--- src/rtl/qe_pkg.sv ---
package qe_pkg;

    localparam int DATA_W  = 32;
    localparam int STRB_W  = DATA_W / 8;
    localparam int NREG    = 4;
    localparam int OFS_W   = $clog2(NREG);
    localparam int X_W     = 16;
    localparam int Y_W     = 16;
    localparam int A_W     = 12;
    localparam int B_W     = 14;
    localparam int A_SHIFT = 32;
    localparam int B_SHIFT = 16;
    localparam int SQ_W    = 2 * X_W;
    localparam int PA_W    = SQ_W + 1 + A_W;
    localparam int PB_W    = X_W + B_W;
    localparam int SUM_W   = Y_W + 2;

    localparam logic signed [A_W-1:0] COEF_A = -12'sd577;
    localparam logic        [B_W-1:0] COEF_B = 14'd7239;
    localparam logic        [Y_W-1:0] COEF_C = 16'd33610;

    localparam logic [1:0] RESP_OKAY = 2'b00;

    typedef enum logic [OFS_W-1:0] {
        REG_CTRL = 2'd0,
        REG_IN   = 2'd1,
        REG_AUX  = 2'd2,
        REG_OUT  = 2'd3
    } reg_idx_e;

    typedef struct packed {
        logic           v;
        logic [X_W-1:0] x;
    } st1_t;

    typedef struct packed {
        logic            v;
        logic [SQ_W-1:0] sq;
        logic [PB_W-1:0] bx;
    } st2_t;

    typedef struct packed {
        logic                   v;
        logic signed [PA_W-1:0] ax2;
        logic        [PB_W-1:0] bx;
    } st3_t;

    typedef struct packed {
        logic                    v;
        logic signed [SUM_W-1:0] ta;
        logic signed [SUM_W-1:0] tb;
    } st4_t;

    function automatic logic [DATA_W-1:0] wr_mask(input int idx);
        case (idx)
            0:       return {{(DATA_W-1){1'b1}}, 1'b0};
            3:       return {{(DATA_W-Y_W){1'b1}}, {Y_W{1'b0}}};
            default: return {DATA_W{1'b1}};
        endcase
    endfunction

    function automatic logic [DATA_W-1:0] merge_bytes(input logic [DATA_W-1:0] old_w,
                                                      input logic [DATA_W-1:0] new_w,
                                                      input logic [STRB_W-1:0] strb);
        logic [DATA_W-1:0] r;
        r = old_w;
        for (int b = 0; b < STRB_W; b++) begin
            if (strb[b]) r[b*8 +: 8] = new_w[b*8 +: 8];
        end
        return r;
    endfunction

endpackage

--- src/rtl/qe_axil_regs.sv ---
module qe_axil_regs
    import qe_pkg::*;
#(
    parameter int ADDR_W = 4
) (
    input  logic                 clk,
    input  logic                 rst,
    input  logic [ADDR_W-1:0]    s_awaddr,
    input  logic                 s_awvalid,
    output logic                 s_awready,
    input  logic [DATA_W-1:0]    s_wdata,
    input  logic [STRB_W-1:0]    s_wstrb,
    input  logic                 s_wvalid,
    output logic                 s_wready,
    output logic [1:0]           s_bresp,
    output logic                 s_bvalid,
    input  logic                 s_bready,
    input  logic [ADDR_W-1:0]    s_araddr,
    input  logic                 s_arvalid,
    output logic                 s_arready,
    output logic [DATA_W-1:0]    s_rdata,
    output logic [1:0]           s_rresp,
    output logic                 s_rvalid,
    input  logic                 s_rready,
    output logic                 start_o,
    output logic [X_W-1:0]       x_o,
    input  logic                 busy_i,
    input  logic [Y_W-1:0]       result_i
);

    localparam int IDX_LO = 2;

    logic [1:0]        aw_lo_unused;
    logic [1:0]        ar_lo_unused;
    logic [OFS_W-1:0]  wr_idx;
    logic [OFS_W-1:0]  rd_idx;
    logic              wr_fire;
    logic              rd_fire;
    logic              bvalid_q;
    logic              rvalid_q;
    logic [DATA_W-1:0] rdata_q;
    logic [DATA_W-1:0] regs [NREG];
    logic [DATA_W-1:0] in_next;
    logic [DATA_W-1:0] rd_word;

    assign aw_lo_unused = s_awaddr[1:0];
    assign ar_lo_unused = s_araddr[1:0];
    assign wr_idx = s_awaddr[IDX_LO +: OFS_W];
    assign rd_idx = s_araddr[IDX_LO +: OFS_W];

    assign s_awready = s_awvalid & s_wvalid & ~bvalid_q;
    assign s_wready  = s_awready;
    assign wr_fire   = s_awvalid & s_wvalid & ~bvalid_q & ~rst;

    assign s_arready = ~rvalid_q | s_rready;
    assign rd_fire   = s_arvalid & s_arready & ~rst;

    assign s_bvalid = bvalid_q;
    assign s_bresp  = RESP_OKAY;
    assign s_rvalid = rvalid_q;
    assign s_rdata  = rdata_q;
    assign s_rresp  = RESP_OKAY;

    for (genvar g = 0; g < NREG; g++) begin : g_reg
        logic [DATA_W-1:0] q;
        always_ff @(posedge clk) begin
            if (rst) begin
                q <= '0;
            end else if (wr_fire && wr_idx == OFS_W'(g)) begin
                q <= merge_bytes(q, s_wdata, s_wstrb) & wr_mask(g);
            end
        end
        assign regs[g] = q;
    end

    assign in_next = merge_bytes(regs[REG_IN], s_wdata, s_wstrb);
    assign start_o = wr_fire && (wr_idx == REG_IN);
    assign x_o     = in_next[X_W-1:0];

    always_comb begin
        case (rd_idx)
            REG_CTRL: rd_word = regs[REG_CTRL] | {{(DATA_W-1){1'b0}}, busy_i};
            REG_IN:   rd_word = regs[REG_IN];
            REG_AUX:  rd_word = regs[REG_AUX];
            default:  rd_word = regs[REG_OUT] | {{(DATA_W-Y_W){1'b0}}, result_i};
        endcase
    end

    always_ff @(posedge clk) begin
        if (rst) begin
            bvalid_q <= 1'b0;
        end else if (wr_fire) begin
            bvalid_q <= 1'b1;
        end else if (s_bready) begin
            bvalid_q <= 1'b0;
        end
    end

    always_ff @(posedge clk) begin
        if (rst) begin
            rvalid_q <= 1'b0;
            rdata_q  <= '0;
        end else if (rd_fire) begin
            rvalid_q <= 1'b1;
            rdata_q  <= rd_word;
        end else if (s_rready) begin
            rvalid_q <= 1'b0;
        end
    end

    AST_BVALID_HOLD: assert property (@(posedge clk) disable iff (rst)
        s_bvalid && !s_bready |=> s_bvalid) else $error("bvalid dropped");

    AST_RVALID_HOLD: assert property (@(posedge clk) disable iff (rst)
        s_rvalid && !s_rready |=> s_rvalid && $stable(s_rdata)) else $error("rdata unstable");

endmodule

--- src/rtl/qe_poly_pipe.sv ---
module qe_poly_pipe
    import qe_pkg::*;
(
    input  logic           clk,
    input  logic           rst,
    input  logic           start_i,
    input  logic [X_W-1:0] x_i,
    output logic           busy_o,
    output logic [Y_W-1:0] res_o
);

    st1_t           s1;
    st2_t           s2;
    st3_t           s3;
    st4_t           s4;
    logic [Y_W-1:0] res_q;

    always_ff @(posedge clk) begin
        if (rst) begin
            s1    <= '0;
            s2    <= '0;
            s3    <= '0;
            s4    <= '0;
            res_q <= '0;
        end else begin
            // stage 1: capture the sample
            s1.v <= start_i;
            if (start_i) s1.x <= x_i;
            // stage 2: square and linear product
            s2.v <= s1.v;
            if (s1.v) begin
                s2.sq <= {{X_W{1'b0}}, s1.x} * {{X_W{1'b0}}, s1.x};
                s2.bx <= {{B_W{1'b0}}, s1.x} * {{X_W{1'b0}}, COEF_B};
            end
            // stage 3: signed quadratic product
            s3.v <= s2.v;
            if (s2.v) begin
                s3.ax2 <= $signed({{(PA_W-SQ_W){1'b0}}, s2.sq})
                        * $signed({{(PA_W-A_W){COEF_A[A_W-1]}}, COEF_A});
                s3.bx  <= s2.bx;
            end
            // stage 4: align both terms to 8 fractional bits
            s4.v <= s3.v;
            if (s3.v) begin
                s4.ta <= SUM_W'(s3.ax2 >>> A_SHIFT);
                s4.tb <= SUM_W'(s3.bx >> B_SHIFT);
            end
            // stage 5: add the offset and load the result
            if (s4.v) begin
                res_q <= Y_W'(SUM_W'(COEF_C) + s4.ta + s4.tb);
            end
        end
    end

    assign busy_o = s1.v | s2.v | s3.v | s4.v;
    assign res_o  = res_q;

    AST_LOAD_LATENCY: assert property (@(posedge clk) disable iff (rst)
        $past(start_i, 4) |-> s4.v) else $error("result load late");

    AST_RESULT_HOLD: assert property (@(posedge clk) disable iff (rst)
        !s4.v |=> $stable(res_o)) else $error("result moved without load");

    AST_BUSY_START: assert property (@(posedge clk) disable iff (rst)
        start_i |=> busy_o) else $error("busy not raised");

endmodule

--- src/rtl/qe_quadratic_eval.sv ---
module qe_quadratic_eval
    import qe_pkg::*;
#(
    parameter int ADDR_W = 4
) (
    input  logic              clk,
    input  logic              rst,
    input  logic [ADDR_W-1:0] s_awaddr,
    input  logic              s_awvalid,
    output logic              s_awready,
    input  logic [31:0]       s_wdata,
    input  logic [3:0]        s_wstrb,
    input  logic              s_wvalid,
    output logic              s_wready,
    output logic [1:0]        s_bresp,
    output logic              s_bvalid,
    input  logic              s_bready,
    input  logic [ADDR_W-1:0] s_araddr,
    input  logic              s_arvalid,
    output logic              s_arready,
    output logic [31:0]       s_rdata,
    output logic [1:0]        s_rresp,
    output logic              s_rvalid,
    input  logic              s_rready
);

    logic           start;
    logic [X_W-1:0] x_val;
    logic           busy;
    logic [Y_W-1:0] result;

    qe_axil_regs #(.ADDR_W(ADDR_W)) u_regs (
        .clk       (clk),
        .rst       (rst),
        .s_awaddr  (s_awaddr),
        .s_awvalid (s_awvalid),
        .s_awready (s_awready),
        .s_wdata   (s_wdata),
        .s_wstrb   (s_wstrb),
        .s_wvalid  (s_wvalid),
        .s_wready  (s_wready),
        .s_bresp   (s_bresp),
        .s_bvalid  (s_bvalid),
        .s_bready  (s_bready),
        .s_araddr  (s_araddr),
        .s_arvalid (s_arvalid),
        .s_arready (s_arready),
        .s_rdata   (s_rdata),
        .s_rresp   (s_rresp),
        .s_rvalid  (s_rvalid),
        .s_rready  (s_rready),
        .start_o   (start),
        .x_o       (x_val),
        .busy_i    (busy),
        .result_i  (result)
    );

    qe_poly_pipe u_pipe (
        .clk     (clk),
        .rst     (rst),
        .start_i (start),
        .x_i     (x_val),
        .busy_o  (busy),
        .res_o   (result)
    );

endmodule

--- config.mk ---
export PLATFORM = sky130hd
export DESIGN_NAME = qe_quadratic_eval
export DESIGN_NICKNAME = d
export VERILOG_FILES = /design/src/rtl/qe_pkg.sv /design/src/rtl/qe_axil_regs.sv /design/src/rtl/qe_poly_pipe.sv /design/src/rtl/qe_quadratic_eval.sv
export SDC_FILE = /design/constraint.sdc
export NUM_CORES = 2
export LEC_CHECK = 0
export BUFFER_PORTS_ARGS = -buffer_cell sky130_fd_sc_hd__buf_2
export CAP_MARGIN = 20
export CORE_MARGIN = 1
export CORE_UTILIZATION = 55
export DETAILED_ROUTE_END_ITERATION = 12
export HOLD_SLACK_MARGIN = 0.06
export PLACE_DENSITY = 0.81
export SYNTH_ARGS = -nofsm -noshare
export SYNTH_HDL_FRONTEND = slang
export SYNTH_HIERARCHICAL = 1
export SYNTH_SLANG_ARGS = --single-unit
--- constraint.sdc ---
create_clock -name clk -period 17.03 [get_ports clk]
set_input_delay 0 -clock clk [delete_from_list [all_inputs] [get_ports clk]]
set_output_delay 0 -clock clk [all_outputs]
set_load 0.05 [all_outputs]
==> flow_summary.yaml <==
synthesis:
  synth_area_leaders: "fa_1 (28%), dfxtp_1 (18%), ha_1 (17%), inv_1 (8.4%), mux2i_1 (3.4%)"
  ys_seq_area_share_pct: 18.4
  synth_ff_type: "dfxtp_1"
  synth_area_mm2: 0.0299
  yosysWarnings: 6
  syn_avg_cell_area_um2: 9.71
  ys_ff_latch: 275
  synth_edf_count: 0
  syn_inst: 3077
  synth.distinct_cells: 84
  synth-async-reset-ratio_pct: 0
  yosysTopAreaCell: "fa_1"
  yosysTopAreaCellShare_pct: 28.3
setup_path:
  cpMostUsedCell: "fa_1"
  worst-path-max-fanout: 15
  critical-path-top-delay-family: "adder cells"
  path_class: "flip-flop to flip-flop"
  path_buf_inv: 5
  slowest_stage: "dfxtp_1"
  worstPathRequired_ns: 17.50
  cp-end-kind: "flip-flop"
  cp_cell_sequence: "inv_1 -> nor2_1 -> inv_1 -> fa_1 -> fa_1 -> inv_1 -> fa_1 -> fa_1 -> fa_1 -> inv_1 -> fa_1 -> inv_1 -> ha_1 -> nand4_1 -> or3_1 -> nor3_1 -> o21ai_0 -> nand2_1 -> o221ai_1 -> o21ai_0 -> xnor2_1 -> a211oi_1"
  startpoint_type: "flip-flop"
  arrival_ns: 8.07
  crit_path_max_incr_delay_ns: 1.06
clock_tree:
  root_buffer: "clkbuf_16"
  htreeDepth: 1
  hold_buffers: 48
  cts_setup_buffers: 0
  cts_made_buffers: 29
  cts_buffer_depth: 3
  cts_tree: "yes"
  cts_num_sinks: 275
  clkLatencyLatePin_ns: 0.58
  clkSlewWorstSetupHoldPaths_ns: 0.06
  cts_resized: 0
drt:
  wl_per_cell_um: 17.9
  first_pass_iters: 10
  vias: 21800
  dr.first_iter.drc_count: 1794
  drc: 2
  drtAntennaViolNets: 0
  avgViaCountPerCell: 5.63
  routed_wirelength_mm: 69.3
run_status:
  failed_checks: "design-rule violations"
  status: "finished, violations left"
timing:
  finalCritPeriodShare_pct: 44.7
  setup-violations-final: 0
  finalHoldViolations: 0
  tns_ns: 0
  rsz0062_at_grt: "false"
  slew_headroom_pct: 25.3
  fmax_mhz: 132
  final.min_clock_period_ns: 7.60
  worst_pin_slew_ns: 1.12
  slew_violations: 0
  clock_skew_ns: 0.0243
  holdWs_ns: 0.191
placement:
  placedCellCount: 3762
  io_buffer_count: 83
  dp_hpwl_mm: 51.2
  gp_congestion: 0.909
global_routing:
  grt_max_degree: 113
  antenna_found_initial: 3
  gr-total-overflow: 0
  grt_pass1_wl_mm: 115
  grt_pass1_vias: 23200
  grt_usage_pct: 25.7
die:
  die_area_mm2: 0.0553
  start_util_pct: 55.6
  fp.dieW_um: 235
  rows: 85
  pin_count: 92
  core_mm2: 0.0537
  die_height_um: 235
layout:
  fin_cells: 3866
  mostFrequentLayoutCells: "inv_1 (667), fa_1 (423), ha_1 (395), dfxtp_1 (274), nor2_1 (185)"
  drive_gt1_share_pct: 7.64
  mostFrequentLayoutCell: "inv_1"
  syn2layout_area_growth_pct: 8.13
  fin_nets: 4016
hold_path:
  hold_path.class: "input pin to flip-flop"
job:
  maxCapViolCount: 0
power:
  p_per_area_mw_per_mm2: 45.7
  leakage_nw: 16.3
  vdd_drop_max_mv: 0.0781
==> cell usage after synthesis, drive strengths merged, types with 3 or more instances <==
library cell	n
o21bai	8
a22o	32
o311ai	3
o31ai	5
a21o	36
a211oi	17
o22ai	7
or3b	5
nand3	115
mux2i	101
clkbuf	74
buf	52
and2	3
o21ai	127
nand2	94
nor3	42
nor3b	7
fa	423
nand3b	6
a31oi	7
nor2	186
mux4	32
or2	5
nand2b	16
o21a	5
and3	12
conb	3
inv	670
dfxtp	275
or3	7
ha	395
a21oi	161
xor2	28
nand4	4
xnor2	43
mux2	19
nor2b	9
and3b	6
==> flip-flops by register name, summed over array words and instances, names as in the netlist <==
register         count
u_pipe/res_o        16
u_pipe/s1           17
u_pipe/s2           45
u_pipe/s3           26
u_pipe/s4           26
u_regs/g.q         111
u_regs/s_bvalid      1
u_regs/s_rdata      32
u_regs/s_rvalid      1
==> worst paths after layout <==
path,slack (ns),cells past startpoint,end,startpoint
worst max-delay path,9.43,22,u_pipe/s2[61]$_SDFFE_PP0P_,u_pipe/s1[10]$_SDFFE_PP0P_
worst min-delay path,0.19,4,u_regs/g_reg[0].q[31]$_SDFFE_PP0P_,s_awaddr[2]
worst max register to register,9.43,22,u_pipe/s2[61]$_SDFFE_PP0P_,u_pipe/s1[10]$_SDFFE_PP0P_
worst min register to register,0.47,2,u_regs/g_reg[2].q[27]$_SDFFE_PP0P_,u_regs/g_reg[2].q[27]$_SDFFE_PP0P_
==> through the flow <==
step / power [W] / setup WS (ns) / util [%] / area (um2)
finish: 0.00148 / 9.43 / 60.2 / 32300
global route: 0.00152 / 8.99 / 60.1 / 32300
CTS: 0.00148 / 9.23 / 60.0 / 32200
detailed placement: 0.000807 / 9.25 / 57.3 / 30800
global placement: 0.000804 / 9.39 / 57.3 / 30800
floorplan: 0.000770 / 10.70 / - / 29900
==> logic make-up (layout without fill, tap and decap cells) <==
family | Yosys count | in the layout | synth area share [%]
compound gates | 435 | 435 | 9.01
xor+xnor | 71 | 71 | 2.08
fa+ha+maj | 818 | 818 | 44.9
buf+inv | 797 | 881 | 10.6
flops | 275 | 275 | 18.4
mux | 152 | 152 | 6.51
other cells | 3 | 12 | 0.0377
simple gates | 526 | 526 | 8.43
==> worst register-to-register path, stage by stage, from the launching register on <==
cell	delay (ns)
dfxtp_1	1.06
inv_1	0.67
nor2_1	0.36
inv_1	0.11
fa_1	0.51
fa_1	0.55
inv_1	0.05
fa_1	0.46
fa_1	0.42
fa_1	0.51
inv_1	0.05
fa_1	0.47
inv_1	0.05
ha_1	0.38
nand4_1	0.20
or3_1	0.38
nor3_1	0.26
o21ai_0	0.17
nand2_1	0.10
o221ai_1	0.16
o21ai_0	0.24
xnor2_1	0.11
a211oi_1	0.24
==> final cells by class <==
cell class,count,area [um2]
Tap cell,696,871
Clock inverter,8,163
Multi-Input combinational cell,2011,21200
Fill cell,4255,21400
Antenna cell,3,7.51
Sequential cell,275,5510
Timing Repair Buffer,159,1150
Inverter,671,2520
Clock buffer,43,848
==> metal layers <==
layer | share of wire (%) | track usage (%) | routed length (um)
met4 | 4.2 | 10.5 | 2880
met3 | 6.3 | 3.34 | 4400
met2 | 48 | 43.6 | 33400
met1 | 41 | 33.2 | 28600
met5 | 0.016 | 0 | 11
==> power by group <==
group	internal (W)	switching (W)
sequential	0.000647	0.00000275
clock	0.000405	0.000265
combinational	0.0000580	0.0000978
No activity file was read; power rests on OpenSTA's default activity.
